File: src/rtl/ocp_trip_latch.sv
module ocp_trip_latch #(
  parameter int W    = 12,
  parameter int NCH  = 2,
  parameter int NPWM = 3,
  parameter int PRE  = 20,
  parameter int WIN  = 8,
  parameter int THR  = 6
) (
  input  logic             clk,
  input  logic             rst_n,
  input  logic             clr,
  input  logic [NCH-1:0]   ch_en,
  input  logic [NCH*W-1:0] samp,
  input  logic [W-2:0]     ilim,
  input  logic [NPWM-1:0]  ext_trip_n,
  input  logic [NPWM-1:0]  pwm_a_in,
  input  logic [NPWM-1:0]  pwm_b_in,
  output logic [NPWM-1:0]  pwm_a_out,
  output logic [NPWM-1:0]  pwm_b_out,
  output logic [NPWM-1:0]  trip_flag,
  output logic             run_en,
  output logic [NCH-1:0]   hi_latch,
  output logic [NCH-1:0]   lo_latch
);
  localparam int PW  = (PRE > 1) ? $clog2(PRE) : 1;
  localparam int MID = 1 << (W - 1);
  localparam int NF  = 2 * NCH;

  logic [PW-1:0]   pre_cnt;
  logic            strobe;
  logic [W-1:0]    lim_hi, lim_lo;
  logic [NF-1:0]   raw, filt, lat, fen;
  logic            cmp_trip, shut;
  logic [NPWM-1:0] evt, force_hi;

  assign strobe = (pre_cnt == PW'(PRE - 1));
  assign lim_hi = W'(MID) + {1'b0, ilim};
  assign lim_lo = W'(MID) - {1'b0, ilim};

  always_ff @(posedge clk) begin
    if (!rst_n)      pre_cnt <= '0;
    else if (strobe) pre_cnt <= '0;
    else             pre_cnt <= pre_cnt + 1'b1;
  end

  // even filter index = high side, odd = low side (inverted compare)
  for (genvar c = 0; c < NCH; c++) begin : g_ch
    logic [W-1:0] s;
    assign s          = samp[c*W +: W];
    assign raw[2*c]   = (s > lim_hi);
    assign raw[2*c+1] = (s < lim_lo);
    assign fen[2*c]   = ch_en[c];
    assign fen[2*c+1] = ch_en[c];
    assign hi_latch[c] = lat[2*c];
    assign lo_latch[c] = lat[2*c+1];
  end

  for (genvar f = 0; f < NF; f++) begin : g_filt
    logic [WIN-1:0] win, nwin;
    int             ones;
    assign nwin = {win[WIN-2:0], raw[f]};
    always_comb ones = $countones(nwin);

    always_ff @(posedge clk) begin
      if (!rst_n) begin
        win     <= '0;
        filt[f] <= 1'b0;
      end else if (strobe) begin
        win <= nwin;
        if (ones >= THR)            filt[f] <= 1'b1;
        else if (WIN - ones >= THR) filt[f] <= 1'b0;
      end
    end

    always_ff @(posedge clk) begin
      if (!rst_n || clr) lat[f] <= 1'b0;
      else if (filt[f])  lat[f] <= 1'b1;
    end
  end

  assign cmp_trip = |(filt & fen);
  assign evt      = {NPWM{cmp_trip}} | ~ext_trip_n;
  assign force_hi = evt | trip_flag | {NPWM{shut}};

  always_ff @(posedge clk) begin
    if (!rst_n || clr) begin
      trip_flag <= '0;
      shut      <= 1'b0;
    end else begin
      trip_flag <= trip_flag | evt | {NPWM{shut}};
      shut      <= shut | (|trip_flag);
    end
  end

  assign pwm_a_out = pwm_a_in | force_hi;
  assign pwm_b_out = pwm_b_in | force_hi;
  assign run_en    = ~(shut | (|trip_flag));
endmodule


File: config.mk
export PLATFORM = sky130hd
export DESIGN_NAME = ocp_trip_latch
export DESIGN_NICKNAME = d
export VERILOG_FILES = /design/src/rtl/ocp_trip_latch.sv
export SDC_FILE = /design/constraint.sdc
export NUM_CORES = 1
export LEC_CHECK = 0
export CORE_MARGIN = 4
export CORE_UTILIZATION = 59
export DETAILED_ROUTE_END_ITERATION = 10
export MAX_ROUTING_LAYER = met4
export PLACE_DENSITY_LB_ADDON = 0.15
export SLEW_MARGIN = 20
export SYNTH_ARGS = -nofsm -noshare
export SYNTH_HDL_FRONTEND = slang
export SYNTH_SLANG_ARGS = --single-unit
File: constraint.sdc
create_clock -name clk -period 8.25 [get_ports clk]
set_clock_uncertainty 0.15 [all_clocks]
set_input_delay 1.2375 -clock clk [delete_from_list [all_inputs] [get_ports clk]]
set_output_delay 1.2375 -clock clk [all_outputs]
set_load 0.01 [all_outputs]
# Word level (Yosys, flattened, before mapping)
# Index checks and enable logic that the tools add are counted.
# word_totals
register_bits,45
out_inout_bits,14
inputBits,49
word_cells,94
# classes
n_reduce_logical,13
mux,8
n_bitwise,10
addsub,35
n_eq_ne,1
magnitude_cmp,12
# op_table
op,n
$add A1 B1 Y2,16
$add A2 B2 Y3,8
$gt A12 B12 Y1,2
$lt A12 B12 Y1,2
$ge A5 B4 Y1 const B,4
$sub A4 B4 Y5 const A,4
$add A3 B3 Y4,4
$ge A4 B3 Y1 const B,4
$or A3 B3 Y3,5
$add A12 B11 Y12 const A,1
$sub A12 B11 Y12 const A,1
$mux W1,8
$reduce_and A2 Y1,4
$reduce_bool A2 Y1,4
$add A5 B1 Y5 const B,1
$eq A5 B5 Y1 const B,1
$and A4 B4 Y4,1
$reduce_or A4 Y1,1
$not A3 Y3,1
$reduce_or A3 Y1,1
$not A1 Y1,2
$reduce_or A2 Y1,1
$logic_not A1 Y1,1
$logic_or A1 B1 Y1,1
$or A1 B1 Y1,1

# Logic depth before layout (Yosys ltp)
# Gate-level depths: netlist (run 1).
# logic_depth
word_depth,9
depth_mapped,22
mapped_depth_nobuf,22

# Worst setup path after synthesis (run 1)
# OpenSTA, ideal clock, no wires.
# synth_path
path_kind,input to register
from,in ilim[1]
to,reg filt[1]
cell_stages,21
n_path_buf,0
setup_slack_ns,2.983
t_arrival_ns,4.991
required_time_ns,7.974
setup_time_ns,0.126
cell_sequence,inv_1 ha_1 nand2_1 xnor2_1 ha_1 a21oi_1 a41oi_1 o221ai_1 a2111oi_2 or3_1 fa_1 inv_1 ha_1 inv_1 fa_1 ha_1 xnor2_1 a21oi_1 a31oi_1 o21ai_0 a21boi_0
# synth_via
elab_chain_cells,9
word_cells_on_any_way,11
cone_classes,add/sub (5); order compare (3); mux (1); reduce/logical (2)
# synth_lines
item,line_no,text
start: declaration,14,"input logic [W-2:0] ilim,"
$sub A12 B11 Y12 (*),38,"assign lim_lo = W'(MID) - {1'b0, ilim};"
$lt A12 B12 Y1 (*),51,assign raw[2*c+1] = (s < lim_lo);
$add A1 B1 Y2 (not written as such) (*),62,always_comb ones = $countones(nwin);
$add A2 B2 Y3 (not written as such) (*),62,
$add A3 B3 Y4 (not written as such) (*),62,
$sub A4 B4 Y5,71,else if (WIN - ones >= THR) filt[f] <= 1'b0;
$ge A5 B4 Y1,71,
$reduce_bool A2 Y1 (no source line),n/a,
$reduce_and A2 Y1 (no source line),n/a,
end signal: indexed assignment,67,filt[f] <= 1'b0;
end signal: indexed assignment,70,if (ones >= THR) filt[f] <= 1'b1;
end signal: indexed assignment,71,
end: declaration,32,"logic [NF-1:0] raw, filt, lat, fen;"
# Every way passes the cells marked *; elsewhere a longest branch is shown, timed or not.
# A chain may end at the register's enable or synchronous reset.

# Worst setup path after layout (run 1)
# layout_path
from,in ilim[0]
to,reg filt[1]
# Same word-level chain as after synthesis.

==> results.ini, run 1 <==
[yosys]
syn_area_per_cell_sq_um = 8.34
synth-simple-area-share_pct = 18.0
seq_area_frac_synth_pct = 23.3
yosysWarnings = 0
synth.top_cell.area_share_pct = 23.3
ys_async_sr_fraction_pct = 0
synth_compound_area_share_pct = 18.3
synth.distinct_cells = 49
synthCells = 464
synth_edf_count = 0
ys_seq_elements = 45
syn_area_sq_um = 3870
yosys.area.top_type = dfxtp_1
synthMuxAreaShare_pct = 0.259
synth.area.top_cells = dfxtp_1 23%, ha_1 19%, fa_1 8.3%
synth_ff_type = dfxtp_1
synth_top_family_by_area = adder cells
synthAdderAreaFrac_pct = 28.0
syn-num-nets = 589
synth-xor-area-share_pct = 4.98

[timing]
maxSlewViolCount = 0
max_freq_mhz = 170
slew_headroom_pct = 61.0
rsz0062_at_grt = false
min_period_over_period_pct = 71.2
setup_tns_ps = 0
worst_slew_pin_slew_ps = 580
setup_viol = 0
min_period_ps = 5870
finalHoldViolations = 0

[worst_hold_path]
whs_path_depth = 1
hold_path_class = register to register

[power]
peakVddDrop_mv = 0.107
power_density_nw_per_um2 = 106
power_mw = 0.495
p_leak_nw = 1.97

[detailed_routing]
vias = 3334
initialDrtViolationCount = 129
vias_per_cell = 5.55
drtPass1Iterations = 4
ant_nets = 0
drcViolationCount = 0
drt_wl_total_mm = 8.55
wl_per_cell_um = 14.2

[floorplanning]
start_util_pct = 60.9
rows = 29
fp.dieH_um = 89.0
design.core.area_sq_um = 6350
num_io_pins = 63
die_area_sq_um = 7920
die_w_um = 89.0

[cts]
cts_buffers = 5
clock_latency_ps = 300
cts_resized = 0
cts_tree = done
clockBufferDepth = 2
cts_root_buf = clkbuf_8
cts_setup_buffers = 0
ctsHoldBuffers = 0
cts.clk_slew.worst_paths_ps = 80
h-tree-depth = 2
numClockSinks = 45

[global_route]
antenna_found_initial = 0
grt_pass1_vias = 3316
grt_max_degree = 40
grt_usage_pct = 23.4
grt.overflow.total = 0
grt_first_pass_wirelength_mm = 14.3

[flow_run]
cap_violations = 0

[layout]
syn2layout_area_growth_pct = 20.4
instances_no_fill = 601
final_cell_mix = 63 x nand2_1, 62 x inv_1, 62 x clkdlybuf4s50_1
diodes = 0
final_nets = 648
final_common_cell = nand2_1
drive_gt1_share_pct = 4.01

[outcome]
status = finished, final reports clean

[setup_path]
worstPathArrival_ps = 5950
cp_max_fo = 6
start_kind = input port
cp-end-kind = register
crit_required_ps = 8330
reg2regPathDepth = 15
worstSetupPathType = input port to register

[placement]
gp_congestion = 0.866
io_buffer_count = 62
placed_cells = 593
dp_hpwl_mm = 7.07

[cell families (layout without fill, tap and decap cells)]
kind of cell | count (synthesis) | in the layout
multiplexers | 1 | 1
AND/OR/NAND/NOR | 143 | 143
XOR/XNOR | 18 | 18
buffers and inverters | 74 | 134
adder cells (fa/ha/maj) | 77 | 77
flip-flops | 45 | 45
AO/OA/AOI/OAI | 106 | 106
[critical path, stage by stage]
cell and delay (ps):
clkdlybuf4s50_1 550, inv_1 60, ha_1 290, xor2_1 200, ha_1 200, a21o_1 170
a21oi_1 200, a41oi_1 140, o221ai_1 230, a2111oi_2 120, or3_1 390, fa_1 540
inv_1 40, ha_1 180, inv_1 70, fa_1 460, ha_1 240, xnor2_1 140
a21oi_1 60, a31oi_1 160, o21ai_0 90, a21boi_0 160
[through the flow]
stage	cell area [sq um]	utilization, %	hold slack (ps)	setup slack [ps]
floorplan	3870	-	268	2980
global placement	4560	71.7	281	2240
detailed placement	4560	71.7	291	2070
CTS	4660	73.3	307	2390
global route	4660	73.4	327	2030
finish	4660	73.4	306	2380
[report_power, final]
part	switching [mW]	leakage (nW)	total [mW]	internal [mW]
Combinational	0.0585	1.55	0.123	0.0646
Sequential	0.00187	0.364	0.221	0.219
Clock	0.0752	0.0542	0.151	0.0758
Total	0.136	1.97	0.495	0.360
[state kept, by name (all words and copies together), names as in the netlist]
name / flops
trip_flag: 3
hi_latch: 2
shut: 1
pre_cnt: 5
filt: 4
g_filt.win: 28
lo_latch: 2
[cells in the mapped netlist (all sizes together), types with 2 or more instances]
cell,n
a21boi,30
nor4,4
nand2b,9
nand4,7
and3,3
a21oi,20
a221oi,3
nand3b,2
o221ai,2
o21ai,19
nor2,26
nor2b,6
xnor2,13
inv,62
clkbuf,12
a21o,9
a41oi,2
nand2,64
a31oi,6
dfxtp,45
nand3,9
o211ai,2
xnor3,2
nor3,2
and2,2
o22ai,4
xor2,3
nor3b,6
a22oi,2
a31o,2
fa,16
ha,60
[final timing paths]
path | from | slack (ps) | to
max | ilim[0] | 2380 | filt[1]
min | pre_cnt[0] | 310 | pre_cnt[0]
max reg2reg | g_filt[2].win[0] | 4230 | filt[2]
min reg2reg | pre_cnt[0] | 310 | pre_cnt[0]
[area by class of cell]
type                    instances  area, sq um
well taps                      77         96.3
clock inverters                 1         5.00
repair buffers                 64          636
inverters                      62          233
clock buffers                   7         96.3
multi-input cells             345         2690
flip-flops and latches         45          901
fillers                       512         1690
[routing by layer]
layer	up-vias	GRT usage (%)	routed length, um
li1	1697	-	-
met1	1562	27.3	3610
met2	53	41.6	4470
met3	22	3.23	266
met4	0	6.90	203
met5	-	-	0
Power figures use the tool's default switching activity.
==> run 2: changes to the inputs <==
--- a/config.mk
+++ b/config.mk
@@ -6,7 +6,7 @@
 export NUM_CORES = 1
 export LEC_CHECK = 0
 export CORE_MARGIN = 4
-export CORE_UTILIZATION = 59
+export CORE_UTILIZATION = 55
 export DETAILED_ROUTE_END_ITERATION = 10
 export MAX_ROUTING_LAYER = met4
 export PLACE_DENSITY_LB_ADDON = 0.15
==> constraint.sdc (replaced) <==
create_clock -name clk -period 5.9 [get_ports clk]
set_clock_uncertainty 0.15 [all_clocks]
set_input_delay 0.885 -clock clk [delete_from_list [all_inputs] [get_ports clk]]
set_output_delay 0.885 -clock clk [all_outputs]
set_load 0.01 [all_outputs]
==> run 2 against run 1 <==
Effect of this change:
- non-clock buffer count is 4 higher
- critical path depth shrank 1
- via count is 1.9% lower
- combinational power rose by 41%
- largest cell class unchanged
- power grew 37%
- die area is 6.6% higher
- clock-buffer cell count fell by 2
- highest routed layer unchanged
==> results.ini, run 2 (synthesized netlist as in run 1, its figures left out) <==
[cts]
clockBufferDepth = 2
cts_root_buf = clkbuf_8
numClockSinks = 45
cts_tree = done
cts_setup_buffers = 0
cts_buffers = 5
h-tree-depth = 2
cts_resized = 0
cts.clk_slew.worst_paths_ps = 90
clock_latency_ps = 300
ctsHoldBuffers = 0

[detailed_routing]
drt_wl_total_mm = 8.29
ant_nets = 0
drcViolationCount = 0
vias = 3272
vias_per_cell = 5.24
initialDrtViolationCount = 107
drtPass1Iterations = 4
wl_per_cell_um = 13.3

[timing]
max_freq_mhz = 182
worst_slew_pin_slew_ps = 569
min_period_over_period_pct = 93.3
finalHoldViolations = 0
rsz0062_at_grt = false
slew_headroom_pct = 61.7
maxSlewViolCount = 0
setup_tns_ps = 0
min_period_ps = 5500
setup_viol = 0

[floorplanning]
die_w_um = 91.9
num_io_pins = 63
die_area_sq_um = 8440
fp.dieH_um = 91.9
rows = 30
start_util_pct = 56.6
design.core.area_sq_um = 6830

[layout]
final_common_cell = nand2_1
fin_util_pct = 68.8
regMostFlops = g_filt.win
diodes = 0
reg_top3 = g_filt.win: 28 flops, pre_cnt: 5 flops, filt: 4 flops
largest_reg_flops = 28
final_cell_mix = 63 x nand2_1, 62 x inv_1, 62 x clkdlybuf4s50_1
drive_gt1_share_pct = 4.55
final_nets = 652
syn2layout_area_growth_pct = 21.6

[power]
sw_frac_of_total_pct = 28.5
p_leak_nw = 1.98
p_comb_share_pct = 25.5
clkPwrFrac_pct = 28.8
power.internal_mw = 0.484
p_switching_mw = 0.193
power_frac_seq_pct = 45.7
peakVddDrop_mv = 0.0846
power_density_nw_per_um2 = 144

[placement]
gp_congestion = 0.895
dp_hpwl_mm = 6.97
io_buffer_count = 62

[setup_path]
cp-end-kind = register
cp_max_fo = 5
start_kind = input port
crit_required_ps = 5930
worstPathArrival_ps = 5530
worstSetupPathType = input port to register

[global_route]
grt_usage_pct = 21.5
grt_max_degree = 40
grt_pass1_vias = 3275
antenna_found_initial = 0
grt_first_pass_wirelength_mm = 14.7
grt.overflow.total = 0

[worst_hold_path]
hold_path_class = register to register

[flow_run]
cap_violations = 0

[outcome]
status = finished, final reports clean

==> run 2: cell count changes in the layout (fill, tap and decap cells not counted), sizes merged <==
cell / change
inv: +1
buf: +4
clkinvlp: +1
clkbuf: -2
==> run 2: worst max-delay path: stages <==
cell and delay [ps]:
clkdlybuf4s50_1 530, nor3_1 280, xnor2_1 180, ha_1 280, a21o_1 170, a21oi_1 190
a41oi_1 140, o221ai_1 240, a2111oi_2 120, or3_1 390, fa_1 480, inv_1 70
ha_1 160, inv_1 60, fa_1 540, inv_1 60, ha_1 290, a21oi_1 140
a31oi_1 50, o21ai_0 170, a21boi_0 110
==> run 2: metrics by stage <==
step           total power, mW  std cells  hold slack (ps)  worst slack (ps)  instance area [sq um]
5_1_grt                  0.716        624              325              56.9                   4700
2_1_floorplan            0.414        464              268               986                   3870
3_5_place_dp             0.489        616              295              95.7                   4610
3_3_place_gp             0.485        616              281               291                   4610
4_1_cts                  0.682        624              307               429                   4700
6_report                 0.677        624              304               397                   4700
==> run 2: layout make-up <==
type,count,area [sq um]
fill,587,2130
timing repair buffer,68,666
inverter,62,233
clock inverter,3,25.0
tap,96,120
sequential,45,901
clock buffer,5,68.8
multi-input combinational,345,2690
==> run 2: path summary, 6_finish.rpt <==
path                                       start    endpoint  slack [ps]  cells after the start
worst min register to register        pre_cnt[0]  pre_cnt[0]         300                      1
worst max register to register  g_filt[0].win[0]     filt[0]        1950                     14
worst max-delay path                     ilim[2]     filt[1]         400                     21
worst min-delay path                  pre_cnt[0]  pre_cnt[0]         300                      1
==> run 2: per-layer routing <==
layer	share of wire [%]	up-vias	track usage, %
met5	0	-	-
met4	0.51	0	3.47
met3	3.3	7	3.45
met2	50	52	36.6
met1	46	1506	27.6
li1	-	1707	-
==> run 2: power by group through the flow <==
stage               combinational (mW)  clock, mW  sequential [mW]
global route                     0.195      0.212            0.310
floorplan                       0.0971          0            0.316
global placement                 0.168          0            0.316
detailed placement               0.172          0            0.316
CTS                              0.173      0.199            0.309
finish                           0.173      0.195            0.309
